--- config.mk ---
export PLATFORM = sky130hd
export DESIGN_NAME = uart_irq_ctrl
export DESIGN_NICKNAME = d
export VERILOG_FILES = /design/src/rtl/uart_irq_pkg.sv /design/src/rtl/uart_irq_status.sv /design/src/rtl/uart_irq_regport.sv /design/src/rtl/uart_irq_lines.sv /design/src/rtl/uart_irq_ctrl.sv
export SDC_FILE = /design/constraint.sdc
export NUM_CORES = 1
export LEC_CHECK = 0
export BUFFER_PORTS_ARGS = -buffer_cell sky130_fd_sc_hd__buf_2
export CORE_AREA = 2 2 64 66
export DETAILED_ROUTE_END_ITERATION = 12
export DIE_AREA = 0 0 66 68
export PLACE_DENSITY = 0.77
export SKIP_LAST_GASP = 1
export SLEW_MARGIN = 40
export SYNTH_ARGS = -nofsm -noshare
export SYNTH_HDL_FRONTEND = slang
export SYNTH_SLANG_ARGS = --single-unit
--- constraint.sdc ---
create_clock -name clk -period 2.35 [get_ports clk]
set_input_delay 0.705 -clock clk [delete_from_list [all_inputs] [get_ports clk]]
set_output_delay 0.705 -clock clk [all_outputs]
set_load 0.02 [all_outputs]
--- src/rtl/uart_irq_pkg.sv ---
package uart_irq_pkg;
  localparam int NBITS  = 11;
  localparam int NLINES = 6;

  localparam int B_RI  = 0;
  localparam int B_CTS = 1;
  localparam int B_DCD = 2;
  localparam int B_DSR = 3;
  localparam int B_RX  = 4;
  localparam int B_TX  = 5;
  localparam int B_RT  = 6;
  localparam int B_FE  = 7;
  localparam int B_OE  = 10;

  localparam int OFF_MASK   = 0;
  localparam int OFF_RAW    = 1;
  localparam int OFF_MASKED = 2;
  localparam int OFF_CLEAR  = 3;

  // Group of raw bits that feeds each interrupt line
  function automatic logic [NBITS-1:0] line_group(input int idx);
    logic [NBITS-1:0] g;
    g = '0;
    case (idx)
      0:       g = '1;
      1:       g[B_RX] = 1'b1;
      2:       g[B_TX] = 1'b1;
      3:       g[B_RT] = 1'b1;
      4:       g[B_DSR:B_RI] = '1;
      default: g[B_OE:B_FE] = '1;
    endcase
    return g;
  endfunction
endpackage

--- src/rtl/uart_irq_status.sv ---
module uart_irq_status
  import uart_irq_pkg::*;
#(
  parameter int NB = NBITS
) (
  input  logic          clk,
  input  logic          rst_n,
  input  logic [NB-1:0] set_vec,
  input  logic [NB-1:0] clr_vec,
  input  logic [3:0]    modem_lvl,
  output logic [NB-1:0] raw_q,
  output logic [3:0]    lvl_q
);
  logic [NB-1:0] raw_n;
  logic          lvl_chg;
  logic          raw_en;

  always_comb begin
    lvl_chg = (modem_lvl != lvl_q);
    raw_n   = (raw_q & ~clr_vec) | set_vec;
    if (lvl_chg) raw_n[B_DSR:B_RI] = modem_lvl;
    raw_en  = lvl_chg | (|set_vec) | (|clr_vec);
  end

  always_ff @(posedge clk or negedge rst_n) begin
    if (!rst_n) begin
      raw_q <= '0;
      lvl_q <= '0;
    end else begin
      if (raw_en)  raw_q <= raw_n;
      if (lvl_chg) lvl_q <= modem_lvl;
    end
  end
endmodule

--- src/rtl/uart_irq_regport.sv ---
module uart_irq_regport
  import uart_irq_pkg::*;
#(
  parameter int ADDR_W = 2,
  parameter int DATA_W = 32,
  parameter int NB     = NBITS
) (
  input  logic              clk,
  input  logic              rst_n,
  input  logic [ADDR_W-1:0] addr,
  input  logic              wr,
  input  logic [DATA_W-1:0] wdata,
  input  logic [NB-1:0]     raw_q,
  output logic [NB-1:0]     mask_q,
  output logic [NB-1:0]     clr_vec,
  output logic [DATA_W-1:0] rdata
);
  localparam logic [ADDR_W-1:0] A_MASK   = ADDR_W'(OFF_MASK);
  localparam logic [ADDR_W-1:0] A_RAW    = ADDR_W'(OFF_RAW);
  localparam logic [ADDR_W-1:0] A_MASKED = ADDR_W'(OFF_MASKED);
  localparam logic [ADDR_W-1:0] A_CLEAR  = ADDR_W'(OFF_CLEAR);

  logic          mask_en;
  logic [NB-1:0] mask_n;
  logic          unused_hi;

  assign unused_hi = ^wdata[DATA_W-1:NB];

  always_comb begin
    mask_en = wr && (addr == A_MASK);
    mask_n  = wdata[NB-1:0];
    clr_vec = (wr && (addr == A_CLEAR)) ? wdata[NB-1:0] : '0;
  end

  always_comb begin
    rdata = '0;
    case (addr)
      A_MASK:   rdata = DATA_W'(mask_q);
      A_RAW:    rdata = DATA_W'(raw_q);
      A_MASKED: rdata = DATA_W'(raw_q & mask_q);
      default:  rdata = '0;
    endcase
  end

  always_ff @(posedge clk or negedge rst_n) begin
    if (!rst_n)       mask_q <= '0;
    else if (mask_en) mask_q <= mask_n;
  end
endmodule

--- src/rtl/uart_irq_lines.sv ---
module uart_irq_lines
  import uart_irq_pkg::*;
#(
  parameter int NB = NBITS,
  parameter int NL = NLINES
) (
  input  logic          clk,
  input  logic          rst_n,
  input  logic [NB-1:0] raw_q,
  input  logic [NB-1:0] mask_q,
  output logic [NL-1:0] irq_q
);
  logic [NB-1:0] masked;
  logic [NL-1:0] irq_n;

  assign masked = raw_q & mask_q;

  for (genvar g = 0; g < NL; g++) begin : g_line
    assign irq_n[g] = |(masked & line_group(g));
  end

  always_ff @(posedge clk or negedge rst_n) begin
    if (!rst_n) irq_q <= '0;
    else        irq_q <= irq_n;
  end
endmodule

--- src/rtl/uart_irq_ctrl.sv ---
module uart_irq_ctrl
  import uart_irq_pkg::*;
#(
  parameter int ADDR_W = 2,
  parameter int DATA_W = 32
) (
  input  logic              clk,
  input  logic              rst_n,
  input  logic              ev_rx_trig,
  input  logic              ev_rx_below,
  input  logic              ev_tx_write,
  input  logic              ev_rx_timeout,
  input  logic [3:0]        ev_err,
  input  logic [3:0]        modem_lvl,
  input  logic [ADDR_W-1:0] bus_addr,
  input  logic              bus_wr,
  input  logic [DATA_W-1:0] bus_wdata,
  output logic [DATA_W-1:0] bus_rdata,
  output logic [NLINES-1:0] irq
);
  logic [NBITS-1:0] set_vec;
  logic [NBITS-1:0] clr_vec;
  logic [NBITS-1:0] port_clr;
  logic [NBITS-1:0] raw_q;
  logic [NBITS-1:0] mask_q;
  logic [3:0]       lvl_q;

  always_comb begin
    set_vec              = '0;
    set_vec[B_RX]        = ev_rx_trig;
    set_vec[B_TX]        = ev_tx_write;
    set_vec[B_RT]        = ev_rx_timeout;
    set_vec[B_OE:B_FE]   = ev_err;
    clr_vec              = port_clr;
    clr_vec[B_RX]        = port_clr[B_RX] | ev_rx_below;
  end

  uart_irq_status #(.NB(NBITS)) u_status (
    .clk      (clk),
    .rst_n    (rst_n),
    .set_vec  (set_vec),
    .clr_vec  (clr_vec),
    .modem_lvl(modem_lvl),
    .raw_q    (raw_q),
    .lvl_q    (lvl_q)
  );

  uart_irq_regport #(.ADDR_W(ADDR_W), .DATA_W(DATA_W), .NB(NBITS)) u_regs (
    .clk    (clk),
    .rst_n  (rst_n),
    .addr   (bus_addr),
    .wr     (bus_wr),
    .wdata  (bus_wdata),
    .raw_q  (raw_q),
    .mask_q (mask_q),
    .clr_vec(port_clr),
    .rdata  (bus_rdata)
  );

  uart_irq_lines #(.NB(NBITS), .NL(NLINES)) u_lines (
    .clk   (clk),
    .rst_n (rst_n),
    .raw_q (raw_q),
    .mask_q(mask_q),
    .irq_q (irq)
  );
endmodule

==> results of run 1 <==
==> timing repair <==
item                                   4_1_cts  5_1_grt
resized for setup                            1        0
setup endpoints to repair                   11        0
hold buffers                                 0        0
endpoints found under the hold margin        0        0
==> per-layer routing <==
layer | routed length [um] | vias up
met3 | 233 | 8
met4 | 74 | 0
met2 | 1400 | 47
met5 | 0 | -
li1 | - | 538
met1 | 1260 | 520
==> layout by cell type (no fill, tap or decap), drive strengths merged <==
cell type / n
a21boi: 4
a21o: 6
a31o: 1
and3: 1
buf: 47
clkbuf: 8
conb: 21
dfrtp: 32
inv: 4
mux2: 15
mux2i: 11
nand2: 18
nand3: 1
nand4: 2
nor3b: 1
nor4: 1
o22ai: 11
or3: 1
xor2: 4
==> final timing paths <==
path,from,end
min in group clk,u_status.raw_q[6]$_DFFE_PN0P_,u_status.raw_q[6]$_DFFE_PN0P_
worst max-delay path,bus_addr[0],bus_rdata[7]
worst min-delay path,rst_n,u_status.raw_q[8]$_DFFE_PN0P_
worst min register to register,u_status.raw_q[6]$_DFFE_PN0P_,u_status.raw_q[6]$_DFFE_PN0P_
worst max register to register,u_status.lvl_q[1]$_DFFE_PN0P_,u_status.raw_q[1]$_DFFE_PN0P_
max in group asynchronous,rst_n,u_regs.mask_q[0]$_DFFE_PN0P_
==> stage by stage <==
stage,utilization,worst slack (ps),cells,hold slack (ps),total power [mW]
global route,0.490,90.7,239,523,1.49
finish,0.490,113,239,467,1.41
CTS,0.490,117,239,491,1.43
global placement,0.466,-31.3,231,484,0.991
detailed placement,0.466,-32.0,231,489,1.00
floorplan,-,65.1,165,409,0.919
==> final cells by class <==
cell class                 count  area (um^2)  area share
timing repair buffer          47          245       0.130
clock buffer                   8         90.1      0.0477
tap                           50         62.6      0.0331
multi-input combinational     98          677       0.358
inverter                       4         15.0     0.00794
sequential                    32          801       0.424
==> registers in the layout (all words and copies together) (netlist names) <==
signal,count
u_lines.irq_q,6
u_status.lvl_q,4
u_regs.mask_q,11
u_status.raw_q,11
==> worst reg2reg max path: cells and delay by family (launching register included) <==
family        cells  cell delay, ps
xor+xnor          1             180
mux               1             380
flops             1             370
simple gates      1             400
==> power by group <==
group	switching [mW]	internal, mW
sequential	0.0379	0.617
combinational	0.204	0.131
clock	0.187	0.238
total	0.428	0.987
==> cell families after synthesis <==
group | Yosys count | share of synthesized area
and+or+nand+nor | 25 | 0.0806
DFF | 32 | 0.492
AOI/OAI and AO/OA | 22 | 0.0937
muxes | 26 | 0.171
xor gates and xnor gates | 4 | 0.0215
other | 1 | 0.00230
buffers and inverters | 35 | 0.139
==> results.toml, run 1 <==
[detailed_routing]
via_per_inst = 4.66
detail_route.wirelength_mm = 2.97
ant_nets = 0
drc = 0
drt-wirelength-per-cell_um = 12.4
via_count = 1113
dr.pass1.iters = 4
drt_iter0_drc = 77

[critical_path]
rr_worst_depth = 3
cp_max_fo = 24
critPathMaxStageDelay_ps = 290
critPathKind = "input pin to output pin"
end_kind = "output pin"
worst-path-buf-inv = 2
r2r_setup_slack_ps = 910
path_delay_family = "buffers and inverters"
crit_cells = 4
cp_cell_sequence = "buf_4 -> mux2i_1 -> o22ai_1 -> buf_2"
required_ps = 1640
cp.arrival_ps = 1530
start_kind = "input pin"
cp_slowest_cell = "buf_4"

[clocking]
htreeDepth = 2
cts_buffers = 5
clock_tree.root_cell = "clkbuf_8"
clock-sinks = 32
post_cts_buffers = 0
max-clock-path-buffers = 2
cts.clk_slew.worst_paths_ps = 60
clock_latency_ps = 280
cts_tree = "done"

[power]
peakVddDrop_uv = 323
power.density_mw_per_mm2 = 748
leakage_nw = 0.918

[timing]
fmax_mhz = 447
slew_headroom = 0.535
hold_violations = 0
skew_ps = 3.79
fin_setup_tns_ps = 0
rsz0062_at_grt = "false"
final.min_clock_period_ps = 2240
finalSetupViolCount = 0
slew_viol_final = 0
fin_crit_sh = 0.952
worstMarginPinSlew_ps = 698

[finish]
design_area_mm2 = 0.00189
fin_nets = 237
drive_gt1_frac = 0.376
fillers = 364
antenna_cells = 0
syn2layout_area_growth_pct = 16.1

[placement]
placed_cell_area_mm2 = 0.00180
port_buffers = 44
dpl.hpwl_mm = 2.19
routabilityCongestion = 0.735

[synthesis]
ys_seq_area_frac = 0.492
synth.most_common_cell = "dfrtp_1"
synth.top_cell.area_share = 0.492
synth_enable_flop_cells = 0
synth_area_mm2 = 0.00163
synth_cells = 145
ys_top_cells_by_count = "dfrtp_1 (32), buf_4 (23), nand2_1 (18)"
synth.avg_cell_area_um2 = 11.2
synth_warnings = 0
yosys.area.top_type = "dfrtp_1"
synthFlopType = "dfrtp_1"
async_reset_ff_frac = 1.00
synth.distinct_cells = 21
synthTopCellsByArea = "dfrtp_1 (49%), buf_4 (11%), mux2_2 (10%)"
ys_seq_elements = 32

[global_route]
grt_util_met1 = 0.166
use_met2 = 0.232
antenna_found_initial = 0
grt_use_total = 0.145
gr-total-overflow = 0
grt_busiest_layer = "met2"
grt_max_degree = 33
grt_pass1_wl_mm = 4.68
grtUsageMet3 = 0.0543
grt_pass1_vias = 1101

[floorplan]
die-area_mm2 = 0.00449
pin_count = 87
num_rows = 23
start_util = 0.422
die-height_um = 68
core_mm2 = 0.00386
die_width_um = 66

[job]
max-cap-violations = 0

[status]
status = "complete, no violations"

[min_path]
hold_path.class = "input pin to asynchronous set/reset pin"
Power figures use the tool's default switching activity.
==> inputs of run 2 (changes only) <==
--- a/config.mk
+++ b/config.mk
@@ -6,12 +6,14 @@
 export NUM_CORES = 1
 export LEC_CHECK = 0
 export BUFFER_PORTS_ARGS = -buffer_cell sky130_fd_sc_hd__buf_2
-export CORE_AREA = 2 2 64 66
+export CORE_AREA = 2 2 66 68
 export DETAILED_ROUTE_END_ITERATION = 12
-export DIE_AREA = 0 0 66 68
-export PLACE_DENSITY = 0.77
+export DIE_AREA = 0 0 68 70
+export PLACE_DENSITY = 0.78
+export RECOVER_POWER = 50
 export SKIP_LAST_GASP = 1
 export SLEW_MARGIN = 40
 export SYNTH_ARGS = -nofsm -noshare
 export SYNTH_HDL_FRONTEND = slang
+export SYNTH_HIERARCHICAL = 1
 export SYNTH_SLANG_ARGS = --single-unit
==> run 2 against run 1 <==
Against the previous run:
- fmax is 0.58% higher
- cell area is 12% higher
- utilization is 1.8 points higher
- synthesized area is 12% higher
- clock skew is 4.2 ps higher
- routed wire length is 11% higher
- setup slack better by 13 ps
- die area is 6.1% higher
- flip-flop and latch count stayed put
- critical path type unchanged
- highest routed layer unchanged
==> results.toml, run 2 <==
[status]
status = "complete, no violations"

[finish]
biggestRegsByFlops = "u_regs/mask_q: 11 flops, u_status/raw_q: 11 flops, u_lines/irq_q: 6 flops"
antenna_cells = 0
design_area_mm2 = 0.00211
post-route-util = 0.509
final_common_cell = "buf_2"
mostFrequentLayoutCells = "buf_2 (38), dfrtp_1 (32), conb_1 (25)"
drive_gt1_frac = 0.297
fin_nets = 267
syn2layout_area_growth_pct = 15.7

[clocking]
post_cts_buffers = 0
clock-sinks = 32
cts.clk_slew.worst_paths_ps = 70
cts_tree = "done"
cts_buffers = 5
ctsResizeCount = 1
clock_tree.root_cell = "clkbuf_8"
max-clock-path-buffers = 2
htreeDepth = 2
cts.hold.buffers_added = 0
clock_latency_ps = 280

[synthesis]
synth_warnings = 6
synth.distinct_cells = 28
synthTopCellsByArea = "dfrtp_1 (44%), buf_4 (9.1%), mux2_4 (8.2%)"
async_reset_ff_frac = 1.00
synth_enable_flop_cells = 0
ys_seq_elements = 32
synth.top_cell.area_share = 0.440
synthFlopType = "dfrtp_1"
ys_seq_area_frac = 0.440
ys_top_cells_by_count = "dfrtp_1 (32), buf_4 (22), inv_1 (15)"
synth_cells = 170
synth_area_mm2 = 0.00182
synth.avg_cell_area_um2 = 10.7
synth.most_common_cell = "dfrtp_1"
yosys.area.top_type = "dfrtp_1"

[floorplan]
pin_count = 87
start_util = 0.440
die_width_um = 68
die-area_mm2 = 0.00476
num_rows = 24
core_mm2 = 0.00414
die-height_um = 70

[critical_path]
setup.worst_path.start = "bus_addr[0]"
cp.arrival_ps = 1520
r2r-start = "u_status/raw_q[2]$_DFFE_PN0P_"
start_kind = "input pin"
critPathKind = "input pin to output pin"
rr_worst_depth = 3
required_ps = 1640
cp_max_fo = 21
end_kind = "output pin"

[detailed_routing]
via_count = 1245
drc = 0
routed-wl-met3_um = 195
via_per_inst = 4.59
drt-met1-wl_mm = 1.30
drt-wirelength-per-cell_um = 12.2
detail_route.wirelength_mm = 3.30
drt_iter0_drc = 60
wl_met2_mm = 1.77
dr.pass1.iters = 4
top_layer_used = "met4"
ant_nets = 0

[timing]
fin_ws_ps = 126
fmax_mhz = 450
slew_headroom = 0.330
slew_viol_final = 0
finalSetupViolCount = 0
worstMarginPinSlew_ps = 1000
final.min_clock_period_ps = 2220
hold_violations = 0
fin_crit_sh = 0.947
rsz0062_at_grt = "false"
skew_ps = 7.99
hold_slack_ps = 446

[global_route]
antenna_found_initial = 0
grt_pass1_wl_mm = 5.32
grt_use_total = 0.151
gr-total-overflow = 0
grt_max_degree = 33
grt_pass1_vias = 1237

[power]
power.density_mw_per_mm2 = 735
peakVddDrop_uv = 347
power.total_mw = 1.55
leakage_nw = 1.02

[placement]
routabilityCongestion = 0.774
dpl.hpwl_mm = 2.46
dp_slack_ps = -17.8
placed_cell_area_mm2 = 0.00200
port_buffers = 44

[job]
max-cap-violations = 0

[min_path]
hold_path.class = "input pin to asynchronous set/reset pin"
run 2: cell types whose count changed after synthesis, sizes merged, moves of 4 or more:
cell / before / now
a21oi: 0 / 4
and2: 0 / 14
a22oi: 0 / 4
a21boi: 4 / 0
mux2: 15 / 11
inv: 4 / 15
nand2: 18 / 12
run 2: power breakdown:
group          switching [mW]  internal, mW
combinational           0.203         0.159
sequential             0.0530         0.616
clock                   0.206         0.313
total                   0.462          1.09
run 2: path summary, 6_finish.rpt:
| check | slack, ps | end |
|---|---|---|
| max | 130 | bus_rdata[1] |
| min | 450 | u_lines/irq_q[4]$_DFF_PN0_ |
| max reg2reg | 980 | u_lines/irq_q[0]$_DFF_PN0_ |
| min reg2reg | 530 | u_status/raw_q[6]$_DFFE_PN0P_ |
| max in group asynchronous | 550 | u_status/raw_q[1]$_DFFE_PN0P_ |
| min in group clk | 530 | u_status/raw_q[6]$_DFFE_PN0P_ |
run 2: per-stage QoR:
| stage | TNS [ps] | instances |
|---|---|---|
| 2_1_floorplan | 0 | 193 |
| 3_3_place_gp | 0 | 262 |
| 3_5_place_dp | -21.9 | 262 |
| 4_1_cts | 0 | 270 |
| 5_1_grt | 0 | 271 |
| 6_report | 0 | 271 |
run 2: layout make-up:
class / count / area (um^2)
Clock buffer: 5 / 68.8
Clock inverter: 3 / 42.5
Fill cell: 408 / 2040
Inverter: 15 / 56.3
Multi-Input combinational cell: 115 / 825
Sequential cell: 32 / 801
Tap cell: 52 / 65.1
Timing Repair Buffer: 49 / 250
run 2: cells by family (layout without fill, tap and decap cells):
group / Yosys count / in the layout / synth area share
buf+inv: 46 / 72 / 0.152
compound gates: 26 / 26 / 0.0989
mux: 25 / 25 / 0.166
flops: 32 / 32 / 0.440
other cells: 2 / 25 / 0.00412
xor+xnor: 4 / 4 / 0.0192
simple gates: 35 / 35 / 0.120
run 2: worst max-delay path: stages:
cell and delay [ps]:
buf_4 260, mux2i_1 130, o22ai_1 220, buf_2 200
run 2: metal layers:
layer / vias to the layer above / global-route usage
li1: 607 / -
met1: 596 / 0.164
met2: 37 / 0.263
met3: 5 / 0.0564
met4: 0 / 0.0467
met5: - / 0
